===== src/rtl/hb_pkg.sv =====
// Package: shared side indices and counter-width helper for the half-bridge
// gate sequencer. Assumes at most two switches per leg.
package hb_pkg;

    typedef enum int {
        SIDE_HI = 0,
        SIDE_LO = 1
    } hb_side_e;

    localparam int HB_SIDES = 2;

    // Width of a counter that must hold values 0..limit.
    function automatic int cnt_w(input int limit);
        return (limit < 1) ? 1 : $clog2(limit + 1);
    endfunction

endpackage


===== src/rtl/hb_blank_qual.sv =====
// Module: desaturation qualifier for one switch.
// Counts on-time of its gate and passes the desat input through only once
// the gate has been on for BLANK_CYC cycles. Assumes gate_on is a register
// output and desat is synchronous to clk.
module hb_blank_qual #(
    parameter int BLANK_CYC = 20
) (
    input  logic clk,
    input  logic rst_n,
    input  logic gate_on,
    input  logic desat,
    output logic trip
);
    import hb_pkg::*;

    generate
        if (BLANK_CYC == 0) begin : g_noblank
            // Qualify: no blanking, any desat while on trips
            always_comb trip = gate_on & desat;
        end else begin : g_blank
            localparam int CW = cnt_w(BLANK_CYC);
            localparam logic [CW-1:0] CMAX = CW'(BLANK_CYC);
            logic [CW-1:0] on_cnt;

            // On-time counter, saturating at the blanking length
            always_ff @(posedge clk) begin
                if (!rst_n)              on_cnt <= '0;
                else if (!gate_on)       on_cnt <= '0;
                else if (on_cnt != CMAX) on_cnt <= on_cnt + 1'b1;
            end

            // Qualify: desat counts only after blanking has elapsed
            always_comb trip = gate_on & desat & (on_cnt == CMAX);
        end
    endgenerate

endmodule


===== src/rtl/hb_dead_arbiter.sv =====
// Module: dead-time arbiter for the two gates of one leg.
// A gate may rise only when both gates have been off for DEAD_CYC cycles;
// a gate falls on the edge after its request drops or it trips. Assumes
// the request vector never has both bits set (the top masks that case).
module hb_dead_arbiter #(
    parameter int DEAD_CYC = 100
) (
    input  logic       clk,
    input  logic       rst_n,
    input  logic [1:0] want,
    input  logic [1:0] kill,
    output logic [1:0] gate
);
    import hb_pkg::*;

    localparam int DLIM = (DEAD_CYC < 1) ? 1 : DEAD_CYC;
    localparam int CW = cnt_w(DLIM);
    localparam logic [CW-1:0] CMAX  = CW'(DLIM);
    localparam logic [CW-1:0] CLAST = CW'(DLIM - 1);

    logic [CW-1:0] idle_cnt;
    logic          both_off;
    logic          idle_ok;
    logic [1:0]    gate_d;

    // Idle detect: both gates currently off
    always_comb both_off = (gate == 2'b00);

    // Idle-time counter, cleared while any gate conducts
    always_ff @(posedge clk) begin
        if (!rst_n)                idle_cnt <= '0;
        else if (!both_off)        idle_cnt <= '0;
        else if (idle_cnt != CMAX) idle_cnt <= idle_cnt + 1'b1;
    end

    // Dead interval satisfied on this edge
    always_comb idle_ok = both_off & (idle_cnt >= CLAST);

    genvar s;
    generate
        for (s = 0; s < HB_SIDES; s++) begin : g_side
            // Next gate state: hold while requested, start only after dead time
            always_comb
                gate_d[s] = want[s] & ~kill[s] & (gate[s] | idle_ok);

            // Gate register
            always_ff @(posedge clk) begin
                if (!rst_n) gate[s] <= 1'b0;
                else        gate[s] <= gate_d[s];
            end
        end
    endgenerate

endmodule


===== src/rtl/hb_fault_ctl.sv =====
// Module: short-circuit fault latch with manual and automatic clearing.
// Sets on a qualified trip. In manual mode (auto_n high) clears after
// RST_MIN_CYC consecutive low samples of dis_clr; in automatic mode clears
// after RETRY_CYC cycles. Assumes trip cannot occur while latched.
module hb_fault_ctl #(
    parameter int RETRY_CYC   = 4_000_000,
    parameter int RST_MIN_CYC = 10
) (
    input  logic clk,
    input  logic rst_n,
    input  logic trip,
    input  logic dis_clr,
    input  logic auto_n,
    output logic fault
);
    import hb_pkg::*;

    localparam int RLIM = (RETRY_CYC < 1) ? 1 : RETRY_CYC;
    localparam int LLIM = (RST_MIN_CYC < 1) ? 1 : RST_MIN_CYC;
    localparam int RW = cnt_w(RLIM);
    localparam int LW = cnt_w(LLIM);
    localparam logic [RW-1:0] R_LAST = RW'(RLIM - 1);
    localparam logic [LW-1:0] L_MAX  = LW'(LLIM);
    localparam logic [LW-1:0] L_LAST = LW'(LLIM - 1);

    logic [RW-1:0] retry_cnt;
    logic [LW-1:0] low_cnt;
    logic          man_clr;
    logic          auto_clr;

    // Consecutive-low counter on the disable input, saturating
    always_ff @(posedge clk) begin
        if (!rst_n)              low_cnt <= '0;
        else if (dis_clr)        low_cnt <= '0;
        else if (low_cnt != L_MAX) low_cnt <= low_cnt + 1'b1;
    end

    // Retry timer, runs only while latched in automatic mode
    always_ff @(posedge clk) begin
        if (!rst_n)                 retry_cnt <= '0;
        else if (fault && !auto_n)  retry_cnt <= (retry_cnt == R_LAST) ? '0 : retry_cnt + 1'b1;
        else                        retry_cnt <= '0;
    end

    // Clear conditions for the two modes
    always_comb begin
        man_clr  = fault &  auto_n & ~dis_clr & (low_cnt == L_LAST);
        auto_clr = fault & ~auto_n & (retry_cnt == R_LAST);
    end

    // Fault latch, set has priority over clear
    always_ff @(posedge clk) begin
        if (!rst_n)                  fault <= 1'b0;
        else if (trip)               fault <= 1'b1;
        else if (man_clr || auto_clr) fault <= 1'b0;
    end

endmodule


===== src/rtl/hb_gate_ctrl.sv =====
// Module: half-bridge gate sequencer, top level.
// Masks the switch commands with sleep, disable, fault and the both-on
// case, inserts dead time, blanks the desaturation inputs and latches
// shorts into an active-low flag. All inputs are assumed synchronous.
module hb_gate_ctrl #(
    parameter int DEAD_CYC    = 100,
    parameter int BLANK_CYC   = 20,
    parameter int RETRY_CYC   = 4_000_000,
    parameter int RST_MIN_CYC = 10
) (
    input  logic clk,
    input  logic rst_n,
    input  logic cmd_hi,
    input  logic cmd_lo,
    input  logic sleep,
    input  logic dis_clr,
    input  logic auto_rt_n,
    input  logic desat_hi,
    input  logic desat_lo,
    output logic gate_hi,
    output logic gate_lo,
    output logic flt_n
);
    import hb_pkg::*;

    logic [1:0] cmd_v;
    logic [1:0] desat_v;
    logic [1:0] want;
    logic [1:0] trip_v;
    logic [1:0] gate_v;
    logic       fault;
    logic       park;

    // Pack side signals into vectors indexed by side
    always_comb begin
        cmd_v[SIDE_HI]   = cmd_hi;
        cmd_v[SIDE_LO]   = cmd_lo;
        desat_v[SIDE_HI] = desat_hi;
        desat_v[SIDE_LO] = desat_lo;
    end

    // Park condition: any reason that forces both gates off
    always_comb park = sleep | dis_clr | fault | (cmd_hi & cmd_lo);

    // Masked requests
    always_comb want = park ? 2'b00 : cmd_v;

    hb_dead_arbiter #(.DEAD_CYC(DEAD_CYC)) u_dead (
        .clk   (clk),
        .rst_n (rst_n),
        .want  (want),
        .kill  (trip_v),
        .gate  (gate_v)
    );

    genvar s;
    generate
        for (s = 0; s < HB_SIDES; s++) begin : g_qual
            hb_blank_qual #(.BLANK_CYC(BLANK_CYC)) u_qual (
                .clk     (clk),
                .rst_n   (rst_n),
                .gate_on (gate_v[s]),
                .desat   (desat_v[s]),
                .trip    (trip_v[s])
            );
        end
    endgenerate

    hb_fault_ctl #(
        .RETRY_CYC   (RETRY_CYC),
        .RST_MIN_CYC (RST_MIN_CYC)
    ) u_fault (
        .clk     (clk),
        .rst_n   (rst_n),
        .trip    (|trip_v),
        .dis_clr (dis_clr),
        .auto_n  (auto_rt_n),
        .fault   (fault)
    );

    // Drive outputs
    always_comb begin
        gate_hi = gate_v[SIDE_HI];
        gate_lo = gate_v[SIDE_LO];
        flt_n   = ~fault;
    end

endmodule


===== config.mk =====
export PLATFORM = sky130hd
export DESIGN_NAME = hb_gate_ctrl
export DESIGN_NICKNAME = d
export VERILOG_FILES = /design/src/rtl/hb_pkg.sv /design/src/rtl/hb_blank_qual.sv /design/src/rtl/hb_dead_arbiter.sv /design/src/rtl/hb_fault_ctl.sv /design/src/rtl/hb_gate_ctrl.sv
export SDC_FILE = /design/constraint.sdc
export NUM_CORES = 1
export LEC_CHECK = 0
export BUFFER_PORTS_ARGS = -buffer_cell sky130_fd_sc_hd__buf_2
export CORE_UTILIZATION = 51
export CTS_BUF_LIST = sky130_fd_sc_hd__clkbuf_4
export DETAILED_ROUTE_END_ITERATION = 8
export PLACE_DENSITY = 0.68
export SETUP_SLACK_MARGIN = 0.4
export SLEW_MARGIN = 20
export SYNTH_ARGS = -nofsm -noshare
export SYNTH_HDL_FRONTEND = slang
export SYNTH_HIERARCHICAL = 1
export SYNTH_SLANG_ARGS = --single-unit

===== constraint.sdc =====
create_clock -name clk -period 3 [get_ports clk]
set_input_delay 0.3 -clock clk [delete_from_list [all_inputs] [get_ports clk]]
set_output_delay 0.3 -clock clk [all_outputs]
set_load 0.05 [all_outputs]

==> results.env <==
RESULT_OF_THE_RUN='completed'
IRDROPWORSTVDD_mV=0.292
HTREE_LEVELS=2
SYN-CELL-AREA_UM2=2250
GLOBAL_ROUTE.OVERFLOW_TOTAL=0
ROUTABILITYCONGESTION=0.800
END_KIND='register'
POST_CTS.RESIZED_INSTANCES=0
PLACED_CELLS_INCL_TAPS=312
DETAILEDROUTE.FIRSTPASSITERATIONCOUNT=4
SYNTH.NET_COUNT=274
SETUP_VIOL=0
GRT_MAX_DEGREE=22
TIMING.CRITICAL_PATH.REQUIRED_PS=3230
TIMING.SLEW.HEADROOM=0.534
SYNTHCELLS=255
FINALCRITPERIODSHARE=0.705
ASYNC_FLOP_SHARE=0
CRIT_PATH_CELL_TRACE='or4b_2, nor3_1, a21o_1, nor2_1'
DISTINCT_CELL_TYPE_COUNT_OF_THE_SYNTHESIZED_NETLIST=43
LAYOUT_SETUP_WS_PS=885
FINAL-MAX-SLEW-VIOLATION-COUNT=0
DIE_H_UM=68.5
COUNT_OF_ANTENNA_DIODES_IN_THE_LAYOUT=0
DIE-AREA_UM2=4690
FMAX_MHz=473
FINAL.SETUP_SKEW_PS=7.73
CLK_PATH_BUF_DEPTH=2
SLOWEST_STAGE='sky130_fd_sc_hd__or4b_2'
POWERDENSITY_nW_PER_UM2=386
DP_HPWL_UM=2800
PLACEMENT.IO_BUFFERS=11
PLACE_WORST_SETUP_SLACK_PS=895
CTS_SINKS=46
GRT_SETUP_UNREPAIRED='no'
GRT_PASS1_VIAS=1475
LAYOUT_CELLS_SIZED_ABOVE_1=0.130
IO_PINS=12
FINALNONFILLERCELLS=320
CLKLATENCYLATEPIN_PS=360
GLOBAL_ROUTE_WIRE_LENGTH_BEFORE_REPAIR_UM=6610
FINAL.SETUP.TNS_PS=0
CTS_INSERTED_BUFFERS=5
FLOORPLAN.DIE.WIDTH_UM=68.5
TOTAL_CORE_AREA_UM2=4120
HOLD_VIOL=0
SYNTH.YOSYS.WARNINGS=6
DRT_FIRST_ITER_VIOLATIONS=98
CRIT_PATH_MAX_INCR_DELAY_PS=670
DRTANTENNAVIOLNETS=0
FIN_NETS=288
GLOBALROUTETOTALUTIL=0.192
ROUTE.FINAL.WIRE_LENGTH_UM=3930
POSTSYNTH.TOPFLOPCELL='sky130_fd_sc_hd__dfxtp_1'
FLOORPLAN.INITIALDENSITY=0.548
WORSTMARGINPINSLEW_PS=699
CLKSLEWWORSTSETUPHOLDPATHS_PS=130
SYNTH.AVG_CELL_AREA_UM2=8.84
LAYOUT.FILLER_CELLS=386
WL_PER_CELL_UM=12.3
ROWS=23
FINALWORSTPATHREQUIREDPERIOD_PS=2110
AREA_OVERHEAD_VS_SYNTH_PCT=6.22
ANTENNA_FOUND_INITIAL=0
YOSYS_REGISTER_BITS=46
CTS_TREE='done'
SYNTH_ENABLE_FLOP_CELLS=0
HOLDBUFCOUNTCTS=0
LEAKAGE_COMPONENT_OF_THE_POWER_nW=0.798
MAXCAPVIOLCOUNT=0
HOLD_PATH.CLASS='in -> reg'
SYNTH_SEQ_AREA_SHARE=0.408
VIAS=1733
CTS_SETUP_BUFFERS=0
DETAIL_ROUTE.DRC_VIOLATIONS=0
CP.BUFFERS_INVERTERS=0
CRIT_TYPE='reg -> reg'
VIAS_PER_CELL=5.42
CRIT_PATH_MAX_FANOUT=21
CPLARGESTDELAYFAMILY='simple AND/OR/NAND/NOR gates'
CTS.ROOT.BUFFER_CELL='sky130_fd_sc_hd__clkbuf_4'
CRIT_PATH_START_KIND='register'
CRIT_ARRIVAL_PS=2340
-- cell usage after synthesis (2+ instances only) --
cell	number	area [µm²]
sky130_fd_sc_hd__dfxtp_1	46	921
sky130_fd_sc_hd__nor2_1	30	113
sky130_fd_sc_hd__o21a_1	4	30.0
sky130_fd_sc_hd__inv_1	13	48.8
sky130_fd_sc_hd__nor3_1	7	35.0
sky130_fd_sc_hd__nand2b_1	3	18.8
sky130_fd_sc_hd__xor2_1	16	140
sky130_fd_sc_hd__nand4b_1	3	26.3
sky130_fd_sc_hd__ha_1	10	125
sky130_fd_sc_hd__and4b_4	2	27.5
sky130_fd_sc_hd__or4_4	2	22.5
sky130_fd_sc_hd__nor3b_2	2	25.0
sky130_fd_sc_hd__or4_1	2	15.0
sky130_fd_sc_hd__or2_2	2	12.5
sky130_fd_sc_hd__and3_1	2	12.5
sky130_fd_sc_hd__and4_1	2	17.5
sky130_fd_sc_hd__a21oi_2	3	26.3
sky130_fd_sc_hd__o31ai_1	3	22.5
sky130_fd_sc_hd__or3_1	7	43.8
sky130_fd_sc_hd__xnor2_1	8	70.1
sky130_fd_sc_hd__nand2_1	23	86.3
sky130_fd_sc_hd__a21oi_1	11	55.1
sky130_fd_sc_hd__and2_1	2	12.5
sky130_fd_sc_hd__nor3_2	2	20.0
sky130_fd_sc_hd__or4b_2	2	20.0
sky130_fd_sc_hd__a311oi_1	2	17.5
sky130_fd_sc_hd__nand3_1	15	75.1
sky130_fd_sc_hd__o21ai_0	8	40.0
sky130_fd_sc_hd__buf_2	3	15.0
sky130_fd_sc_hd__nand4_1	7	43.8
-- cells in the final DEF, fill, tap and decap left out, types with 3 or more instances in the layout --
cell type / count
sky130_fd_sc_hd__a21oi_1: 11
sky130_fd_sc_hd__a21oi_2: 3
sky130_fd_sc_hd__buf_2: 11
sky130_fd_sc_hd__clkbuf_4: 5
sky130_fd_sc_hd__clkinv_1: 3
sky130_fd_sc_hd__dfxtp_1: 46
sky130_fd_sc_hd__ha_1: 10
sky130_fd_sc_hd__inv_1: 13
sky130_fd_sc_hd__nand2_1: 23
sky130_fd_sc_hd__nand2b_1: 3
sky130_fd_sc_hd__nand3_1: 15
sky130_fd_sc_hd__nand4_1: 7
sky130_fd_sc_hd__nand4b_1: 3
sky130_fd_sc_hd__nor2_1: 30
sky130_fd_sc_hd__nor3_1: 7
sky130_fd_sc_hd__o21a_1: 4
sky130_fd_sc_hd__o21ai_0: 8
sky130_fd_sc_hd__o31ai_1: 3
sky130_fd_sc_hd__or3_1: 7
sky130_fd_sc_hd__xnor2_1: 8
sky130_fd_sc_hd__xor2_1: 16
-- path summary, 6_finish.rpt --
| check | from | cells past startpoint | endpoint | slack, ps |
|---|---|---|---|---|
| setup / recovery | u_fault/retry_cnt[10] | 4 | u_fault/retry_cnt[5] | 890 |
| hold / removal | rst_n | 2 | u_fault/fault | 230 |
| setup reg to reg | u_fault/retry_cnt[10] | 4 | u_fault/retry_cnt[5] | 890 |
| hold reg to reg | u_fault/retry_cnt[0] | 1 | u_fault/retry_cnt[0] | 480 |
-- sequential cells by signal (all words and copies together), names as in the netlist --
name                          cells
u_dead/idle_cnt                   7
u_fault/low_cnt                   4
u_dead/gate                       2
g_qual.u_qual/g_blank.on_cnt     10
u_fault/fault                     1
u_fault/retry_cnt                22
-- worst register-to-register path, delay by kind of cell, from the launching register on --
family / cells / cell delay, ps
flops: 1 / 370
simple gates: 3 / 1010
compound gates: 1 / 610
-- kinds of logic (layout without fill, tap and decap cells) --
| logic type | count (synthesis) | after routing | share of synthesized area |
|---|---|---|---|
| muxes | 1 | 1 | 0.00444 |
| xor gates and xnor gates | 24 | 24 | 0.0932 |
| buffers and inverters | 17 | 32 | 0.0333 |
| DFF | 46 | 46 | 0.408 |
| and+or+nand+nor | 123 | 123 | 0.311 |
| adders and majority gates | 10 | 10 | 0.0555 |
| AOI/OAI and AO/OA | 34 | 34 | 0.0943 |
-- power by group --
group	switching, mW	total, mW	internal [mW]
registers	0.00646	0.622	0.615
clock network	0.188	0.272	0.0838
logic	0.0163	0.0300	0.0137
total	0.211	0.924	0.713
-- routing by layer --
layer,up-vias,share of wire,GRT usage
li1,923,-,-
met1,782,0.53,0.257
met2,20,0.42,0.284
met3,8,0.026,0.0493
met4,0,0.019,0.0938
met5,-,0,0
-- area by class of cell --
class | count | area, µm² | share of cell area
clock buffers | 5 | 37.5 | 0.0157
clock inverters | 3 | 11.3 | 0.00470
inverters | 13 | 48.8 | 0.0204
multi-input cells | 192 | 1260 | 0.526
flip-flops and latches | 46 | 921 | 0.385
well taps | 50 | 62.6 | 0.0261
repair buffers | 11 | 55.1 | 0.0230
-- per-stage QoR --
stage               hold slack, ps  utilization  area [µm²]  power, mW
finish                         233        0.582        2390      0.924
global route                   224        0.582        2390      0.971
CTS                            215        0.582        2390      0.937
detailed placement             455        0.570        2350      0.665
global placement               443        0.570        2350      0.664
floorplan                      418            -        2250      0.652
Power figures use the tool's default switching activity.
